<file path="src/rtl/wa_pkg.sv">
package wa_pkg;
  localparam int SYM_W       = 10;
  localparam int RESYNC_HITS = 3;

  typedef enum logic {
    EN_LEVEL,
    EN_EDGE
  } en_mode_e;

  function automatic en_mode_e mode_for(int width);
    return (width <= SYM_W) ? EN_LEVEL : EN_EDGE;
  endfunction
endpackage

</file>
<file path="src/rtl/wa_match.sv">
module wa_match #(
  parameter int                       DATA_W = 10,
  parameter logic [wa_pkg::SYM_W-1:0] PAT    = 10'b0011111010
) (
  input  logic [DATA_W+wa_pkg::SYM_W-2:0] win_i,
  output logic [DATA_W-1:0]               hit_o
);
  localparam int SW = wa_pkg::SYM_W;

  for (genvar off = 0; off < DATA_W; off++) begin : g_off
    assign hit_o[off] = (win_i[off +: SW] == PAT) || (win_i[off +: SW] == ~PAT);
  end
endmodule

</file>
<file path="src/rtl/wa_lowest.sv">
module wa_lowest #(
  parameter int W  = 10,
  parameter int IW = 4
) (
  input  logic [W-1:0]  hit_i,
  output logic          any_o,
  output logic [IW-1:0] idx_o
);
  always_comb begin
    idx_o = '0;
    for (int i = W - 1; i >= 0; i--) begin
      if (hit_i[i]) idx_o = IW'(i);
    end
    any_o = |hit_i;
  end
endmodule

</file>
<file path="src/rtl/wa_ctrl_level.sv">
module wa_ctrl_level #(
  parameter int DATA_W = 10,
  parameter int IDX_W  = 4
) (
  input  logic              clk_i,
  input  logic              rst_ni,
  input  logic              en_i,
  input  logic [DATA_W-1:0] hit_i,
  input  logic              any_i,
  input  logic [IDX_W-1:0]  low_i,
  output logic [IDX_W-1:0]  bnd_nxt_o,
  output logic [IDX_W-1:0]  bnd_o,
  output logic              sync_o
);
  localparam int               CNT_W = $clog2(wa_pkg::RESYNC_HITS + 1);
  localparam logic [CNT_W-1:0] LAST  = CNT_W'(wa_pkg::RESYNC_HITS - 1);

  logic [IDX_W-1:0] bnd_q, cand_q, cand_n;
  logic [CNT_W-1:0] cnt_q, cnt_n;
  logic             locked_q, locked_n, sync_n;

  always_comb begin
    bnd_nxt_o = bnd_q;
    cand_n    = cand_q;
    cnt_n     = cnt_q;
    locked_n  = locked_q;
    sync_n    = 1'b0;
    if (!en_i) begin
      cnt_n = '0;
    end else if (!locked_q) begin
      if (any_i) begin
        bnd_nxt_o = low_i;
        locked_n  = 1'b1;
        sync_n    = 1'b1;
        cnt_n     = '0;
      end
    end else if (hit_i[bnd_q]) begin
      cnt_n = '0;
    end else if (any_i) begin
      if (cnt_q != '0 && low_i == cand_q) begin
        if (cnt_q == LAST) begin
          bnd_nxt_o = low_i;
          cnt_n     = '0;
          sync_n    = 1'b1;
        end else begin
          cnt_n = cnt_q + 1'b1;
        end
      end else begin
        cand_n = low_i;
        cnt_n  = CNT_W'(1);
      end
    end
  end

  always_ff @(posedge clk_i or negedge rst_ni) begin
    if (!rst_ni) begin
      bnd_q    <= '0;
      cand_q   <= '0;
      cnt_q    <= '0;
      locked_q <= 1'b0;
      sync_o   <= 1'b0;
    end else begin
      bnd_q    <= bnd_nxt_o;
      cand_q   <= cand_n;
      cnt_q    <= cnt_n;
      locked_q <= locked_n;
      sync_o   <= sync_n;
    end
  end

  assign bnd_o = bnd_q;
endmodule

</file>
<file path="src/rtl/wa_ctrl_edge.sv">
module wa_ctrl_edge #(
  parameter int IDX_W = 5
) (
  input  logic             clk_i,
  input  logic             rst_ni,
  input  logic             en_i,
  input  logic             any_i,
  input  logic [IDX_W-1:0] low_i,
  output logic [IDX_W-1:0] bnd_nxt_o,
  output logic [IDX_W-1:0] bnd_o,
  output logic             sync_o
);
  logic [IDX_W-1:0] bnd_q;
  logic             en_q, srch_q, srch_n, sync_n, rise;

  assign rise = en_i && !en_q;

  always_comb begin
    bnd_nxt_o = bnd_q;
    srch_n    = srch_q || rise;
    sync_n    = rise ? 1'b0 : sync_o;
    if (srch_n && any_i) begin
      bnd_nxt_o = low_i;
      srch_n    = 1'b0;
      sync_n    = 1'b1;
    end
  end

  always_ff @(posedge clk_i or negedge rst_ni) begin
    if (!rst_ni) begin
      bnd_q  <= '0;
      en_q   <= 1'b0;
      srch_q <= 1'b0;
      sync_o <= 1'b0;
    end else begin
      bnd_q  <= bnd_nxt_o;
      en_q   <= en_i;
      srch_q <= srch_n;
      sync_o <= sync_n;
    end
  end

  assign bnd_o = bnd_q;
endmodule

</file>
<file path="src/rtl/wa_shift.sv">
module wa_shift #(
  parameter int DATA_W = 10,
  parameter int IDX_W  = 4
) (
  input  logic                clk_i,
  input  logic                rst_ni,
  input  logic [2*DATA_W-2:0] win_i,
  input  logic [DATA_W-1:0]   hit_i,
  input  logic [IDX_W-1:0]    bnd_i,
  output logic [DATA_W-1:0]   data_o,
  output logic                patdet_o
);
  always_ff @(posedge clk_i or negedge rst_ni) begin
    if (!rst_ni) begin
      data_o   <= '0;
      patdet_o <= 1'b0;
    end else begin
      data_o   <= win_i[bnd_i +: DATA_W];
      patdet_o <= hit_i[bnd_i];
    end
  end
endmodule

</file>
<file path="src/rtl/comma_aligner.sv">
module comma_aligner #(
  parameter int                       DATA_W = 10,
  parameter logic [wa_pkg::SYM_W-1:0] PAT    = 10'b0011111010
) (
  input  logic                      clk_i,
  input  logic                      rst_ni,
  input  logic                      align_en_i,
  input  logic [DATA_W-1:0]         data_i,
  output logic [DATA_W-1:0]         data_o,
  output logic                      patdet_o,
  output logic                      sync_o,
  output logic [$clog2(DATA_W)-1:0] slip_o
);
  import wa_pkg::*;

  localparam int       IDX_W = $clog2(DATA_W);
  localparam int       WIN_W = 2 * DATA_W - 1;
  localparam int       MWN_W = DATA_W + SYM_W - 1;
  localparam en_mode_e MODE  = mode_for(DATA_W);

  logic [DATA_W-1:0] prev_q;
  logic [WIN_W-1:0]  win;
  logic [DATA_W-1:0] hit;
  logic              any;
  logic [IDX_W-1:0]  low, bnd_nxt, bnd_q;

  always_ff @(posedge clk_i or negedge rst_ni) begin
    if (!rst_ni) prev_q <= '0;
    else         prev_q <= data_i;
  end

  // earlier word in the low half, bit 0 oldest
  assign win = {data_i[DATA_W-2:0], prev_q};

  wa_match #(.DATA_W(DATA_W), .PAT(PAT)) u_match (
    .win_i (win[MWN_W-1:0]),
    .hit_o (hit)
  );

  wa_lowest #(.W(DATA_W), .IW(IDX_W)) u_low (
    .hit_i (hit),
    .any_o (any),
    .idx_o (low)
  );

  if (MODE == EN_LEVEL) begin : g_level
    wa_ctrl_level #(.DATA_W(DATA_W), .IDX_W(IDX_W)) u_ctrl (
      .clk_i     (clk_i),
      .rst_ni    (rst_ni),
      .en_i      (align_en_i),
      .hit_i     (hit),
      .any_i     (any),
      .low_i     (low),
      .bnd_nxt_o (bnd_nxt),
      .bnd_o     (bnd_q),
      .sync_o    (sync_o)
    );
  end else begin : g_edge
    wa_ctrl_edge #(.IDX_W(IDX_W)) u_ctrl (
      .clk_i     (clk_i),
      .rst_ni    (rst_ni),
      .en_i      (align_en_i),
      .any_i     (any),
      .low_i     (low),
      .bnd_nxt_o (bnd_nxt),
      .bnd_o     (bnd_q),
      .sync_o    (sync_o)
    );
  end

  wa_shift #(.DATA_W(DATA_W), .IDX_W(IDX_W)) u_shift (
    .clk_i    (clk_i),
    .rst_ni   (rst_ni),
    .win_i    (win),
    .hit_i    (hit),
    .bnd_i    (bnd_nxt),
    .data_o   (data_o),
    .patdet_o (patdet_o)
  );

  assign slip_o = bnd_q;
endmodule

</file>
<file path="config.mk">
export PLATFORM = sky130hd
export DESIGN_NAME = comma_aligner
export DESIGN_NICKNAME = d
export VERILOG_FILES = /design/src/rtl/wa_pkg.sv /design/src/rtl/wa_match.sv /design/src/rtl/wa_lowest.sv /design/src/rtl/wa_ctrl_level.sv /design/src/rtl/wa_ctrl_edge.sv /design/src/rtl/wa_shift.sv /design/src/rtl/comma_aligner.sv
export SDC_FILE = /design/constraint.sdc
export NUM_CORES = 1
export LEC_CHECK = 0
export ABC_AREA = 0
export BUFFER_PORTS_ARGS = -buffer_cell sky130_fd_sc_hd__buf_2
export CELL_PAD_IN_SITES_DETAIL_PLACEMENT = 0
export CELL_PAD_IN_SITES_GLOBAL_PLACEMENT = 2
export CORE_MARGIN = 3
export CORE_UTILIZATION = 37
export DETAILED_ROUTE_END_ITERATION = 7
export PLACE_DENSITY_LB_ADDON = 0.08
export RECOVER_POWER = 25
export SETUP_SLACK_MARGIN = 0.02
export SLEW_MARGIN = 20
export SYNTH_ARGS = -nofsm -noshare
export SYNTH_HDL_FRONTEND = slang
export SYNTH_SLANG_ARGS = --single-unit
export TNS_END_PERCENT = 5
</file>
<file path="constraint.sdc">
create_clock -name clk_i -period 4.5 [get_ports clk_i]
set_clock_uncertainty 0.1 [all_clocks]
set_input_delay 0.9 -clock clk_i [delete_from_list [all_inputs] [get_ports clk_i]]
set_output_delay 0.9 -clock clk_i [all_outputs]
set_load 0.01 [all_outputs]
</file>
-- Word-level counts from Yosys, hierarchy flattened
Index checks and enable logic that the tools add are counted.
W data, S select, Z words.
- bits in registers: 33
- output and inout port bits: 16
- add/subtract/negate cells: 1
- $lt $le $gt $ge: 2
- equality and inequality tests: 24
- shift-type cells: 1
- muxes and demuxes: 36
- bitwise gates (word level): 2
- reduce and logical (&&, ||, !) cells: 15
- operator list (cell ; number):
    $eq A10 B10 Y1 const B ; 10
    $eq A10 B8 Y1 const B ; 10
    $mux W4 ; 17
    $shiftx A19 B5 Y10 ; 1
    $mux W2 ; 7
    $logic_or A1 B1 Y1 ; 10
    $lt A4 B5 Y1 const B ; 2
    $mux W1 ; 10
    $reduce_or A10 Y1 ; 1
    $bmux W1 S4 ; 2
    $ne A3 B1 Y1 const B ; 2
    $reduce_and A5 Y1 ; 1
    $eq A4 B4 Y1 ; 1
    $add A2 B1 Y2 const B ; 1
    $eq A2 B2 Y1 const B ; 1
    $not A1 Y1 ; 2
    $reduce_and A2 Y1 ; 1
    $reduce_bool A2 Y1 ; 1
    $logic_and A1 B1 Y1 ; 1

-- Longest topological paths before layout
- word-level depth: 21
- depth in mapped cells: 15
- gate-level depth less buffers: 12

-- Modules after synthesis
A second synthesis with hierarchy kept.
- cell total of the unflattened synthesis: 260
- area, all modules: 2652.5 um2
- by module, submodules not included (module ; times used ; cells each ; area an instance (um2) ; sequential area each (um2)):
    wa_shift ; 1 ; 107 ; 1133.6 ; 275.3
    wa_ctrl_level ; 1 ; 55 ; 670.6 ; 300.3
    wa_match ; 1 ; 70 ; 496.7 ; 0.0
    comma_aligner ; 1 ; 10 ; 250.2 ; 250.2
    wa_lowest ; 1 ; 18 ; 101.3 ; 0.0

-- Worst setup path after synthesis
OpenSTA, ideal clock, no wires.
- path type: input -> register
- start: in data_i[0]
- end: reg u_shift.data_o[9]
- setup time: 142 ps
- arrival: 4026 ps
- required time: 4258 ps
- setup slack: 232 ps
- stages: 12
- path buffers: 0
- cell sequence: or3b_4 or3_4 a21o_1 and4_4 nand3b_4 a211o_4 o41a_1 a221oi_4 inv_2 mux2_4 a32oi_2 o32ai_1
- longest elaborated chain between the ends: 20
- RTL lines (item ; RTL line ; source):
    start, declared ; comma_aligner.sv:8 ; input logic [DATA_W-1:0] data_i,
    $eq A10 B8 Y1 or $eq A10 B10 Y1 (tied branches) ; wa_match.sv:11 ; assign hit_o[off] = (win_i[off +: SW] == PAT) || (win_i[off +: SW] == ~PAT);
    $logic_or A1 B1 Y1 ; wa_match.sv:11 ;
    $mux W4 (10 in a row) ; wa_lowest.sv:12 ; if (hit_i[i]) idx_o = IW'(i);
    $eq A4 B4 Y1 ; wa_ctrl_level.sv:40 ; if (cnt_q != '0 && low_i == cand_q) begin
    $logic_and A1 B1 Y1 ; wa_ctrl_level.sv:40 ;
    $mux W4 ; wa_ctrl_level.sv:40 ;
    $mux W4 ; wa_ctrl_level.sv:39 ; end else if (any_i) begin
    $mux W4 ; wa_ctrl_level.sv:37 ; end else if (hit_i[bnd_q]) begin
    $mux W4 ; wa_ctrl_level.sv:30 ; end else if (!locked_q) begin
    $mux W4 ; wa_ctrl_level.sv:28 ; if (!en_i) begin
    $shiftx A19 B5 Y10 (*) ; wa_shift.sv:18 ; data_o <= win_i[bnd_i +: DATA_W];
    end signal, assigned ; wa_shift.sv:18 ;
    end, declared ; wa_shift.sv:10 ; output logic [DATA_W-1:0] data_o,
Mark *: on every way between the ends. The rest lies on a longest branch, timed or not. The select of a mux whose other input is x is not followed.
A chain may end at the register's enable or synchronous reset.

-- Worst setup path in the final report
- start: in data_i[0]
- end: reg u_shift.data_o[3]
The elaborated chain is that of the path after synthesis.

==> flow_metrics.tcl <==
set metrics [dict create \
    outcome "finished, violations left" \
    violations "max-capacitance violations, max-slew violations" \
    wl_um 11700 \
    clock-sinks 33 \
    finalCritPeriodShare 0.940 \
    max_freq_ghz 0.237 \
    synth_edf_count 0 \
    dp.cells 555 \
    finalSetupTns_ns 0 \
    synthFlopType "dfrtp_1" \
    clk_pin_slew_ns 0.08 \
    holdWs_ns 0.412 \
    clk_latency_ns 0.30 \
    cts-hold-fix-buffers 0 \
    synth_fp_nets 396 \
    rows 33 \
    dp_hpwl_um 9200 \
    avgSynthCellArea_um2 8.32 \
    seq_area_um2 826 \
    critPathCaptureType "register" \
    synth_area_um2 3190 \
    die_y_um 98.8 \
    die_area_um2 9760 \
    drc_errors 0 \
    synth_top_family_by_area "compound AO/OA/AOI/OAI gates" \
    netlist_instances 383 \
    antenna_left 0 \
    layout-drive-gt1-share 0.271 \
    synth-compound-area-share 0.332 \
    fin_util 0.468 \
    ir_worst_vdd_uv 102 \
    synth.largest_area_cell "dfrtp_1" \
    num_io_pins 29 \
    hold_viol_final 0 \
    htree_levels 2 \
    antenna_found_initial 0 \
    area_growth_pct 22.0 \
    post-route-cell-area_um2 3890 \
    grt_pass1_vias 3370 \
    grt_pass1_wl_um 18700 \
    synthDistinctLibCells 79 \
    initial_utilization 0.384 \
    worstMarginPinSlew_ns 1.92 \
    hold_start "g_level.u_ctrl.cand_q[1]$_DFFE_PN0P_" \
    root_buffer "clkbuf_8" \
    r2r_start "prev_q[9]$_DFF_PN0_" \
    instances_no_fill 563 \
    n_antenna_cell 0 \
    setup_violations 0 \
    synthMuxAreaShare 0.0432 \
    placed_area_um2 3820 \
    synthSimpleGateAreaFrac 0.302 \
    overflow 0 \
    critPathLaunchType "primary input" \
    fin_crit_ns 4.23 \
    grt_usage 0.243 \
    synth_fa_ha_area_frac 0 \
    core_um2 8300 \
    die_w_um 98.8 \
    slew_headroom -0.283 \
    slew_viol_final 34 \
    path_class "primary input to register" \
    ys_ff_latch 33 \
    required_ns 4.59 \
    cts_setup_buffers 0 \
    numCtsBuffers 5 \
    viasPerCell 6.37 \
    cts_buffer_depth 2 \
    vias 3589 \
    cts-resized-gates 0 \
    arrival_ns 4.32 \
    first_pass_iters 6 \
    portBuffers 28 \
    nFillCells 856 \
    async_flop_share 1.00 \
    rsz0062_at_grt "no" \
    avgRoutedWirePerCell_um 20.7 \
    nNetsFinal 470 \
    crit_fanout 6 \
    multi_input_area_um2 2180 \
    synth_xor_area_frac 0.00550 \
    powerDensity_nw_per_um2 204 \
    ys_top_cells_by_area "dfrtp_1 26%, o211ai_1 4.0%, nand2_1 3.9%" \
    cp-startpoint "data_i[0]" \
    p_leak_nw 1.62 \
    drt_iter0_markers 287 \
    worst_hold_path_type "register to register" \
    synth_top_area_share 0.259 \
    grt_max_degree 34 \
    drv_cap 1 \
    gp_congestion 0.923 \
    yosys_warnings 0 \
    cts_tree "built" \
    seq_area_frac_synth 0.259 \
]
-- layout make-up --
| type | count | area share |
|---|---|---|
| sequential | 33 | 0.212 |
| tap | 105 | 0.0338 |
| inverter | 15 | 0.0145 |
| clock inverter | 2 | 0.00257 |
| multi-input combinational | 311 | 0.560 |
| timing repair buffer | 91 | 0.158 |
| clock buffer | 6 | 0.0187 |
-- cell usage after synthesis, drive strengths merged (2+ instances only) --
| cell type | number |
|---|---|
| dfrtp | 33 |
| nand2 | 33 |
| nor2 | 27 |
| nand3 | 22 |
| buf | 18 |
| o211ai | 17 |
| inv | 15 |
| nand4 | 15 |
| a21oi | 14 |
| o21ai | 14 |
| a211oi | 10 |
| and2 | 10 |
| nor3 | 9 |
| o22ai | 9 |
| nand3b | 8 |
| a31oi | 7 |
| o221ai | 7 |
| clkbuf | 6 |
| mux2 | 6 |
| nand2b | 6 |
| nor4 | 5 |
| o2111ai | 5 |
| or2 | 5 |
| or3 | 5 |
| a21o | 4 |
| a22o | 4 |
| and3 | 4 |
| mux2i | 4 |
| o22a | 4 |
| o31ai | 4 |
| a2111o | 3 |
| a221o | 3 |
| a32oi | 3 |
| and3b | 3 |
| nand4b | 3 |
| nor4b | 3 |
| a221oi | 2 |
| and4b | 2 |
| nor3b | 2 |
| o211a | 2 |
| o21bai | 2 |
| o32ai | 2 |
| o41a | 2 |
| o41ai | 2 |
-- cell usage in the layout, fill, tap and decap left out, types with 4 or more instances in the layout --
| cell type | netlist | layout |
|---|---|---|
| a21o_1 | 4 | 4 |
| o21ai_0 | 12 | 12 |
| o22ai_1 | 9 | 9 |
| and2_1 | 10 | 10 |
| buf_4 | 1 | 60 |
| nand4_1 | 15 | 15 |
| a31oi_1 | 7 | 7 |
| clkbuf_1 | 6 | 6 |
| nor2_1 | 27 | 27 |
| dfrtp_1 | 33 | 33 |
| o31ai_1 | 4 | 4 |
| a22o_1 | 4 | 4 |
| clkbuf_8 | 0 | 5 |
| nand3b_1 | 7 | 7 |
| a211oi_1 | 7 | 7 |
| mux2_2 | 4 | 4 |
| inv_1 | 12 | 12 |
| nand2b_1 | 6 | 6 |
| nand3_1 | 22 | 22 |
| buf_2 | 15 | 25 |
| a21oi_1 | 13 | 13 |
| o211ai_1 | 17 | 17 |
| and3_1 | 4 | 4 |
| nor3_1 | 8 | 8 |
| or3_1 | 4 | 4 |
| nand2_1 | 33 | 33 |
| o221ai_1 | 7 | 7 |
| o22a_1 | 4 | 4 |
| o2111ai_1 | 5 | 5 |
| mux2i_1 | 4 | 4 |
-- critical path: stages --
cell and delay (ns):
buf_2 0.11, or3b_4 0.39, or3_4 0.36, a21o_1 0.22
and4_4 0.18, nand3b_4 0.16, a211o_4 0.39, o41a_1 0.49
a221oi_4 0.29, inv_2 0.13, buf_4 0.17, o2111ai_1 0.08
nand4_1 0.19, a222oi_1 0.26
-- logic make-up after synthesis --
group | count (synthesis)
compound gates | 131
xor+xnor | 2
buf+inv | 39
flops | 33
mux | 11
simple gates | 167
-- final timing paths --
path                       depth (start not counted)  slack [ns]                                    to
max                                               14        0.27           u_shift.data_o[3]$_DFF_PN0_
min                                                2        0.41  g_level.u_ctrl.cand_q[1]$_DFFE_PN0P_
max reg2reg                                       13        0.41           u_shift.data_o[3]$_DFF_PN0_
min reg2reg                                        2        0.41  g_level.u_ctrl.cand_q[1]$_DFFE_PN0P_
max in group asynchronous                          1        2.16                   prev_q[9]$_DFF_PN0_
min in group asynchronous                          1        1.01   g_level.u_ctrl.cnt_q[0]$_DFFE_PN0P_
-- flip-flops by register name (all words and copies together), names as in the netlist --
| signal | cells |
|---|---|
| u_shift.patdet_o | 1 |
| g_level.u_ctrl.cnt_q | 2 |
| g_level.u_ctrl.bnd_o | 4 |
| prev_q | 10 |
| g_level.u_ctrl.locked_q | 1 |
| u_shift.data_o | 10 |
| g_level.u_ctrl.cand_q | 4 |
| g_level.u_ctrl.sync_o | 1 |
-- where the power goes --
| part | internal, mW | switching [mW] |
|---|---|---|
| Sequential | 0.319 | 0.0189 |
| Combinational | 0.0915 | 0.130 |
| Clock | 0.107 | 0.125 |
-- metal layers --
metal,GRT usage,wire length (um),part of all wire,vias to the layer above
li1,-,-,-,1668
met1,0.352,5330,0.46,1747
met2,0.378,5420,0.46,154
met3,0.0389,719,0.062,20
met4,0.0578,207,0.018,0
met5,0,0,0,-
-- metrics by stage --
step | setup WS (ns) | power, mW
2_1_floorplan | 0.232 | 0.467
3_3_place_gp | 0.0443 | 0.567
3_5_place_dp | 0.00642 | 0.564
4_1_cts | 0.283 | 0.796
5_1_grt | 0.0155 | 0.830
6_report | 0.272 | 0.792
No activity file was read; power rests on OpenSTA's default activity.
